## src/rtl/sdadd_pkg.sv

```systemverilog
package sdadd_pkg;
  localparam int DIG_W  = 4;
  localparam int CELL_W = DIG_W + 2;
  localparam int LUT_IW = 2 * DIG_W + 1;

  // bit 5 spare, bit 4 end marker, bits 3:0 BCD digit
  typedef struct packed {
    logic             spare;
    logic             fin;
    logic [DIG_W-1:0] val;
  } cell_t;
endpackage

```

## src/rtl/sdadd_sum_rom.sv

```systemverilog
module sdadd_sum_rom
  import sdadd_pkg::*;
(
  input  logic             clk,
  input  logic             en,
  input  logic [DIG_W-1:0] dig_a,
  input  logic [DIG_W-1:0] dig_b,
  input  logic             cin,
  output logic [DIG_W-1:0] sum_q,
  output logic             cout_q
);
  localparam int ENTRIES = 1 << LUT_IW;

  logic [DIG_W:0] table_q [ENTRIES];

  // Table contents are fixed at elaboration; index is {cin, a, b}.
  for (genvar i = 0; i < ENTRIES; i++) begin : g_ent
    localparam int DA  = (i >> DIG_W) & ((1 << DIG_W) - 1);
    localparam int DB  = i & ((1 << DIG_W) - 1);
    localparam int CI  = i >> (2 * DIG_W);
    localparam int TOT = DA + DB + CI;
    if (DA > 9 || DB > 9) begin : g_bad
      assign table_q[i] = '0;
    end else if (TOT > 9) begin : g_carry
      assign table_q[i] = {1'b1, DIG_W'(TOT - 10)};
    end else begin : g_plain
      assign table_q[i] = {1'b0, DIG_W'(TOT)};
    end
  end

  always_ff @(posedge clk) begin
    if (en) {cout_q, sum_q} <= table_q[{cin, dig_a, dig_b}];
  end
endmodule

```

## src/rtl/sdadd_walk_ctrl.sv

```systemverilog
module sdadd_walk_ctrl
  import sdadd_pkg::*;
#(
  parameter int ADDR_W = 8
) (
  input  logic              clk,
  input  logic              rst,
  input  logic              start,
  input  logic [ADDR_W-1:0] a_lo_addr,
  input  logic [ADDR_W-1:0] b_lo_addr,
  output logic [ADDR_W-1:0] mem_addr,
  output logic              mem_we,
  output logic [CELL_W-1:0] mem_wdata,
  input  logic [CELL_W-1:0] mem_rdata,
  output logic              lut_en,
  output logic [DIG_W-1:0]  lut_a,
  output logic [DIG_W-1:0]  lut_b,
  output logic              lut_cin,
  input  logic [DIG_W-1:0]  lut_sum,
  input  logic              lut_cout,
  output logic              busy,
  output logic              done,
  output logic              overflow,
  output logic              digit_err
);
  typedef enum logic [2:0] {S_IDLE, S_FETCH_A, S_FETCH_B, S_LOOK, S_PUT} step_t;

  step_t             st;
  logic [ADDR_W-1:0] a_ptr, b_ptr;
  logic              carry;
  cell_t             a_cell;
  logic [DIG_W-1:0]  b_val;
  logic              non_bcd;

  assign b_val   = mem_rdata[DIG_W-1:0];
  assign non_bcd = (a_cell.val > 4'd9) || (b_val > 4'd9);

  assign mem_addr  = (st == S_FETCH_B) ? b_ptr : a_ptr;
  assign mem_we    = (st == S_PUT);
  assign mem_wdata = {a_cell.spare, a_cell.fin, lut_sum};

  assign lut_en  = (st == S_LOOK);
  assign lut_a   = a_cell.val;
  assign lut_b   = b_val;
  assign lut_cin = carry;

  assign busy = (st != S_IDLE);

  always_ff @(posedge clk) begin
    if (rst) begin
      st        <= S_IDLE;
      a_ptr     <= '0;
      b_ptr     <= '0;
      carry     <= 1'b0;
      a_cell    <= '0;
      done      <= 1'b0;
      overflow  <= 1'b0;
      digit_err <= 1'b0;
    end else begin
      done <= 1'b0;
      unique case (st)
        S_IDLE: begin
          if (start) begin
            a_ptr     <= a_lo_addr;
            b_ptr     <= b_lo_addr;
            carry     <= 1'b0;
            overflow  <= 1'b0;
            digit_err <= 1'b0;
            st        <= S_FETCH_A;
          end
        end
        S_FETCH_A: st <= S_FETCH_B;
        S_FETCH_B: begin
          a_cell <= cell_t'(mem_rdata);
          st     <= S_LOOK;
        end
        S_LOOK: begin
          if (non_bcd) begin
            digit_err <= 1'b1;
            done      <= 1'b1;
            st        <= S_IDLE;
          end else begin
            st <= S_PUT;
          end
        end
        S_PUT: begin
          carry <= lut_cout;
          if (a_cell.fin) begin
            overflow <= lut_cout;
            done     <= 1'b1;
            st       <= S_IDLE;
          end else begin
            a_ptr <= a_ptr - 1'b1;
            b_ptr <= b_ptr - 1'b1;
            st    <= S_FETCH_A;
          end
        end
        default: st <= S_IDLE;
      endcase
    end
  end


  single_write_chk: assert property (@(posedge clk) disable iff (rst)
    mem_we |=> !mem_we);


  addr_step_chk: assert property (@(posedge clk) disable iff (rst)
    (mem_we && !mem_wdata[DIG_W]) |=> (mem_addr == $past(mem_addr) - 1'b1));


  bcd_result_chk: assert property (@(posedge clk) disable iff (rst)
    mem_we |-> (mem_wdata[DIG_W-1:0] <= 4'd9));


  done_pulse_chk: assert property (@(posedge clk) disable iff (rst)
    done |=> !done);


  done_idle_chk: assert property (@(posedge clk) disable iff (rst)
    done |-> !busy);


  ovf_with_done_chk: assert property (@(posedge clk) disable iff (rst)
    $rose(overflow) |-> done);


  err_with_done_chk: assert property (@(posedge clk) disable iff (rst)
    $rose(digit_err) |-> (done && !overflow));
endmodule

```

## src/rtl/serial_dec_adder.sv

```systemverilog
module serial_dec_adder
  import sdadd_pkg::*;
#(
  parameter int ADDR_W = 8
) (
  input  logic              clk,
  input  logic              rst,
  input  logic              start,
  input  logic [ADDR_W-1:0] a_lo_addr,
  input  logic [ADDR_W-1:0] b_lo_addr,
  output logic [ADDR_W-1:0] mem_addr,
  output logic              mem_we,
  output logic [CELL_W-1:0] mem_wdata,
  input  logic [CELL_W-1:0] mem_rdata,
  output logic              busy,
  output logic              done,
  output logic              overflow,
  output logic              digit_err
);
  logic             lut_en;
  logic [DIG_W-1:0] lut_a, lut_b, lut_sum;
  logic             lut_cin, lut_cout;

  sdadd_walk_ctrl #(.ADDR_W(ADDR_W)) ctrl_i (
    .clk       (clk),
    .rst       (rst),
    .start     (start),
    .a_lo_addr (a_lo_addr),
    .b_lo_addr (b_lo_addr),
    .mem_addr  (mem_addr),
    .mem_we    (mem_we),
    .mem_wdata (mem_wdata),
    .mem_rdata (mem_rdata),
    .lut_en    (lut_en),
    .lut_a     (lut_a),
    .lut_b     (lut_b),
    .lut_cin   (lut_cin),
    .lut_sum   (lut_sum),
    .lut_cout  (lut_cout),
    .busy      (busy),
    .done      (done),
    .overflow  (overflow),
    .digit_err (digit_err)
  );

  sdadd_sum_rom rom_i (
    .clk    (clk),
    .en     (lut_en),
    .dig_a  (lut_a),
    .dig_b  (lut_b),
    .cin    (lut_cin),
    .sum_q  (lut_sum),
    .cout_q (lut_cout)
  );


  idle_write_chk: assert property (@(posedge clk) disable iff (rst)
    (!busy) |-> !mem_we);
endmodule

```

## config.mk

```make
export PLATFORM = sky130hd
export DESIGN_NAME = serial_dec_adder
export DESIGN_NICKNAME = d
export VERILOG_FILES = /design/src/rtl/sdadd_pkg.sv /design/src/rtl/sdadd_sum_rom.sv /design/src/rtl/sdadd_walk_ctrl.sv /design/src/rtl/serial_dec_adder.sv
export SDC_FILE = /design/constraint.sdc
export NUM_CORES = 1
export LEC_CHECK = 0
export BUFFER_PORTS_ARGS = -buffer_cell sky130_fd_sc_hd__buf_2
export CAP_MARGIN = 20
export CORE_MARGIN = 4
export CORE_UTILIZATION = 30
export CTS_CLUSTER_DIAMETER = 30
export DETAILED_ROUTE_END_ITERATION = 10
export SETUP_SLACK_MARGIN = 0.02
export SLEW_MARGIN = 25
export SYNTH_ARGS = -nofsm -noshare
export SYNTH_HDL_FRONTEND = slang
export SYNTH_SLANG_ARGS = --single-unit
```

## constraint.sdc

```tcl
create_clock -name clk -period 3.2 [get_ports clk]
set_clock_uncertainty 0.15 [all_clocks]
set_input_delay 0.96 -clock clk [delete_from_list [all_inputs] [get_ports clk]]
set_output_delay 0.96 -clock clk [all_outputs]
set_load 0.02 [all_outputs]
```

* Word-level counts from Yosys, hierarchy flattened *
Memory sizes are Yosys's and may differ from the RTL's. A register that Yosys moved wholly into a read port is not among the register bits.
Cells that the tools add are included.

storage, ports and cells
  register bits = 29
  ROM bits = 2560
  memories = 1

cells by class
  $add $sub $neg = 2
  order comparisons = 2
  eq/ne operators = 8
  muxes and demuxes = 20
  bitwise operators = 1
  reductions and logical operators = 9

memories
  memory            words  width  read ports  clocked after Yosys merged registers in  write ports  RTL line             source
  (name not given)  512    5      1           1                                        0            sdadd_sum_rom.sv:32  if (en) {cout_q, sum_q} <= table_q[{cin, dig_a, dig_b}];

operator list
  cell                                                   number
  two-way mux 8 bit                                      5
  case mux 8 bit (2 select lines)                        2
  subtractor 8 x 1 -> 8 bit (second input constant)      2
  case mux 3 bit (5 select lines)                        1
  NOT 9 -> 10 bit                                        1
  AND reduction 3 bit                                    3
  greater-than comparator 4 bit (second input constant)  2
  case mux 1 bit (2 select lines)                        4
  == test 3 x 2 -> 1 bit (second input constant)         2
  two-way mux 1 bit                                      6
  two-way mux 3 bit                                      2
  != test 2 bit (second input constant)                  3
  nonzero test 2 bit                                     2
  == test 3 x 1 -> 1 bit (second input constant)         1
  == test 3 bit (second input constant)                  1
  zero test 3 bit                                        1
  nonzero test 3 bit                                     1
  != test 2 x 1 -> 1 bit (second input constant)         1
  AND reduction 2 bit                                    1
  logical OR 1 bit                                       1

* Longest topological paths before layout *
  word-level depth = 4
  depth in mapped cells = 10

* By module *
A second synthesis with hierarchy kept.

second synthesis, totals
  cells, all modules = 422
  area total of the unflattened synthesis = 3163.0 µm²

by module, submodules not included
  module           instances  cells an instance  area each (µm²)  sequential area each (µm²)
  sdadd_walk_ctrl  1          225                1656.6           580.6
  sdadd_sum_rom    1          197                1506.4           150.1

* Least setup slack after synthesis *
Ideal clock, no wire load.

  kind = input port to flip-flop
  start point = input mem_rdata[2]
  end point = register rom_i.sum_q[3] (data pin)
  arrival = 2523 ps
  required time = 2789 ps
  slack = 266 ps
  stages = 9
  buffers on the path = 2
  cell sequence = buf_8 buf_6 inv_1 ha_1 and2_1 a221oi_1 a2bb2oi_1 a21oi_1 o32a_1

between the ends
  word-level cells in the longest chain between the ends = 1

ends and longest elaborated chain
  item                                   RTL line                source
  start, declared                        serial_dec_adder.sv:14  input logic [CELL_W-1:0] mem_rdata,
  NOT 9 -> 10 bit (implied by the code)  sdadd_sum_rom.sv:32
  end, declared                          sdadd_sum_rom.sv:9      output logic [DIG_W-1:0] sum_q,

Every way passes these cells.
A chain may end at the register's enable or synchronous reset.

* Worst setup path in the final report *
  start point = register ctrl_i.st[1]
  end point = output mem_addr[2]

between the ends
  word-level cells in the longest chain between the ends = 2

ends and longest elaborated chain
  item                    RTL line                source
  start, declared         sdadd_walk_ctrl.sv:28   step_t st;
  start signal, assigned  sdadd_walk_ctrl.sv:51   st <= S_IDLE;
  start signal, assigned  sdadd_walk_ctrl.sv:69   st <= S_FETCH_A;
  start signal, assigned  sdadd_walk_ctrl.sv:72   S_FETCH_A: st <= S_FETCH_B;
  == test 3 x 2 -> 1 bit  sdadd_walk_ctrl.sv:38   assign mem_addr = (st == S_FETCH_B) ? b_ptr : a_ptr;
  two-way mux 8 bit       sdadd_walk_ctrl.sv:38
  end, declared           serial_dec_adder.sv:11  output logic [ADDR_W-1:0] mem_addr,

Every way passes these cells.

==> results <==
- 0 antenna diodes ended up in the layout.
- The average wire per standard cell is 15.2 µm.
- Setup repair after global routing left no endpoint under its margin.
- The number of hold violations in the final report is 0.
- The critical path is of the register to primary output type.
- At the end of routability-driven placement, the weighted congestion stood at 0.922.
- The count of mapped cells out of synthesis is 391.
- The maximum fanout along the worst path is 17.
- The starting density of the core is 30.9%.
- The half-perimeter wire length of the detailed placement result is 6070 µm.
- The netlist area before placement is 2870 µm².
- Setup violations remaining at the end of the flow were counted as 0.
- Per report_power, the clock group accounts for 24.3% of the total.
- The number of nets still failing antenna checks after routing is 0.
- The share of total power dissipated in sequential elements is 42.0%.
- The net switching power is 0.426 mW.
- For this design the static power due to leakage is 1.26 nW.
- The maximum clock frequency is 351 MHz.
- Data on the critical path is required at its endpoint by 2.09 ns.
- The number of nets in the final layout is 462.
- In this run, the number of DRC markers left after iteration 0 of detailed routing was 299.
- The max-capacitance violation count is 0.
- The worst-case hold slack is 0.303 ns.
- The clock passes through at most 2 buffers.
- Relative to the synthesized area, the layout overhead comes to 14.2%.
- The average cell area after synthesis is 7.35 µm².
- The total clock sinks is 34.
- Summed over all layers, the routed wires come to 8460 µm.
- The number of nets in the synthesized netlist is 427.
- The library cell contributing the largest single delay on the critical path is dfxtp_1.
- The prevailing post-synth register cell is dfxtp_1.
- In this run the horizontal extent of the chip is 106 µm.
- The die covers 11200 µm².
- The setup slack at placement is 0.146 ns.
- The aggregate negative setup slack is 0 ns.
- Buffers added to address setup during post-CTS repair amount to 0.
- The synthesized netlist contains 62 unique library cells.
- Global routing consumed, over all layers together, 14.8% of the routing resources.
- The TritonCTS clock tree is yes.
- Internal power comes to 0.780 mW.
- For this block, the via count after detailed routing is 3040.
- Counting both buffers and inverters, the worst setup path holds a total of 2.
- The die is 106 µm tall.
- The minimum period implied by the final worst setup slack is 2.85 ns.
- The number of global-route vias before repair is 2774.
- The worst setup path is launched from a register.
- The critical path goes through nor3b_2 -> buf_4 -> mux2_2 -> buf_2.
- The buffer cell driving the clock tree root is clkbuf_8.
- Summing the sequential cell areas from Yosys gives 25.4% of the chip area.
- The flow ran to the end, and the final reports show no timing, DRC or antenna violations.
- The number of gates resized after CTS was 0.
- The first global-routing pass estimated 13700 µm of wire.
- Dividing the final minimum period by the clock period gives 88.9%.
- The number of antenna violations at the first check in global routing is 0.
- The post-route netlist has 19.2% of its cells at a drive strength greater than 1.
- Counting flops and latches in the post-synthesis netlist gives 34.
- The max-slew headroom at the worst pin is 51.1%.
- During placement, the flow inserted port buffers numbering 43.
- For this design, the CTS-stage hold fixing added 0 buffers.
- At the later pin of the worst-skew pair, clock insertion delay measures 0.28 ns.
- The path class of the tightest hold or removal check is register to register.
- The largest net degree at the start of global routing is 38.
- The total count of max-transition violations in the final report is 0.
- The worst path meets setup with 0.354 ns of slack.
- After clock tree synthesis, the clock-pin slew on the worst setup and hold paths is 0.06 ns.
- The delay of the slowest cell on the worst path is 0.43 ns.
- The row count is 35.
- Cells fill 35.3% of the core in the end.
- The total core area is 9280 µm².
- The H-tree depth is 2.
- Combinational logic is responsible for 33.7% of the overall power.
- The arrival time reported for the critical path endpoint is 1.74 ns.
- The total clock buffers created by CTS is 5.
- Global routing finished with a remaining overflow of 0.
- The share of flip-flops with an asynchronous set or reset after synthesis is 0%.
- After detailed routing, the number of remaining DRC violations is 0.
- Net switching is 35.4% of the power.
- The number of enable flip-flop cells after synthesis is 5.
- For this design the top-level I/O count stands at 44.
- In the routed layout, each cell is associated on average with a via count of 5.48.
- The cell family with the largest share of critical-path delay is buffers and inverters.
- The number of optimization iterations in the first detailed-route pass is 5.
- The worst-case IR drop observed on VDD is 0.137 mV.
- During synthesis, Yosys emitted a total of 0 warnings.
- The power density over the cells is 368 nW/µm².
- For the pin with the worst max-slew slack, the measured transition is 0.732 ns.
- The critical path capture point type is a primary output.
==> Yosys cell counts (all sizes together) (6+ instances only) <==
master   n  area share [%]
a22oi    6             1.6
nor2b    7             1.8
buf     20             4.3
nand2b  11             2.4
a211oi  11             3.0
nand3   14             2.4
mux2i   12             4.2
dfxtp   29              20
nor2    34             4.4
nor3     9             1.6
nand2   52             6.9
ha      11             4.8
clkbuf  11             1.4
o21ai   36             6.3
a21oi   36             6.4
mux2     7             2.7
inv     14             1.8
a31oi    9             2.0
==> cell usage in the layout, fill, tap and decap left out, types with 3 or more instances in the layout <==
cell type / Yosys / final
clkbuf_8: 0 / 5
nand2_1: 51 / 51
buf_2: 15 / 43
a211oi_1: 10 / 10
nand3_1: 14 / 14
nor3_1: 9 / 9
nor2_1: 34 / 34
nor2b_1: 6 / 6
o211ai_1: 5 / 5
dfxtp_1: 29 / 29
buf_4: 1 / 16
mux2i_1: 12 / 12
a31oi_1: 9 / 9
mux2_2: 7 / 7
nand2b_1: 11 / 11
o22ai_1: 3 / 3
a221oi_1: 4 / 4
inv_1: 12 / 12
edfxtp_1: 5 / 5
ha_1: 11 / 11
a21oi_1: 35 / 35
a22oi_1: 6 / 6
and2_1: 4 / 4
o21ai_1: 4 / 4
o21ai_0: 32 / 32
==> registers in the layout, indices dropped and copies added (netlist names) <==
register,cells
ctrl_i.lut_a,4
ctrl_i.overflow,1
ctrl_i.st,3
ctrl_i.a_ptr,8
ctrl_i.mem_wdata,2
ctrl_i.b_ptr,8
rom_i.cout_q,1
ctrl_i.digit_err,1
ctrl_i.done,1
rom_i.sum_q,4
ctrl_i.lut_cin,1
==> power by group through the flow <==
stage / combinational [mW] / sequential (mW) / clock, mW
3_5_place_dp: 0.401 / 0.515 / 0
3_3_place_gp: 0.398 / 0.514 / 0
4_1_cts: 0.403 / 0.506 / 0.305
2_1_floorplan: 0.301 / 0.501 / 0
5_1_grt: 0.448 / 0.513 / 0.323
6_report: 0.406 / 0.507 / 0.293
==> worst paths after layout <==
check / cells after the start / slack, ns / to / start
hold / removal: 2 / 0.30 / ctrl_i.digit_err / ctrl_i.digit_err
setup reg to reg: 5 / 0.67 / rom_i.sum_q[1] / ctrl_i.lut_a[1]
hold reg to reg: 2 / 0.30 / ctrl_i.digit_err / ctrl_i.digit_err
setup / recovery: 4 / 0.35 / mem_addr[2] / ctrl_i.st[1]
==> cell families (layout without fill, tap and decap cells) <==
group / Yosys count / count (layout) / share of synthesized area (%)
xor gates and xnor gates: 3 / 3 / 0.915
adders and majority gates: 11 / 11 / 4.79
and+or+nand+nor: 144 / 144 / 23.7
muxes: 20 / 20 / 7.71
AOI/OAI and AO/OA: 134 / 134 / 29.9
buffers and inverters: 45 / 80 / 7.58
DFF: 34 / 34 / 25.4
==> per-layer routing <==
metal | part of all wire, % | track usage [%] | up-vias
li1 | - | - | 1483
met1 | 46 | 20.8 | 1420
met2 | 45 | 22.7 | 124
met3 | 6.4 | 2.27 | 13
met4 | 2.1 | 5.37 | 0
met5 | 0 | 0 | -
==> final cells by class <==
class	instances	area [µm²]
Fill cell	1005	6000
Sequential cell	34	731
Timing Repair Buffer	59	335
Clock buffer	7	76.3
Multi-Input combinational cell	312	1920
Inverter	14	52.6
Tap cell	129	161
==> worst min-delay path, stage by stage (launching register included) <==
cell	delay (ns)
dfxtp_1	0.31
nand2_1	0.05
a21oi_1	0.05
==> stage by stage <==
stage | instances | cell area, µm² | power [mW]
floorplan | 391 | 2870 | 0.801
global placement | 548 | 3200 | 0.912
detailed placement | 548 | 3200 | 0.916
CTS | 555 | 3280 | 1.21
global route | 555 | 3280 | 1.28
finish | 555 | 3280 | 1.21
No activity file was read; power rests on OpenSTA's default activity.
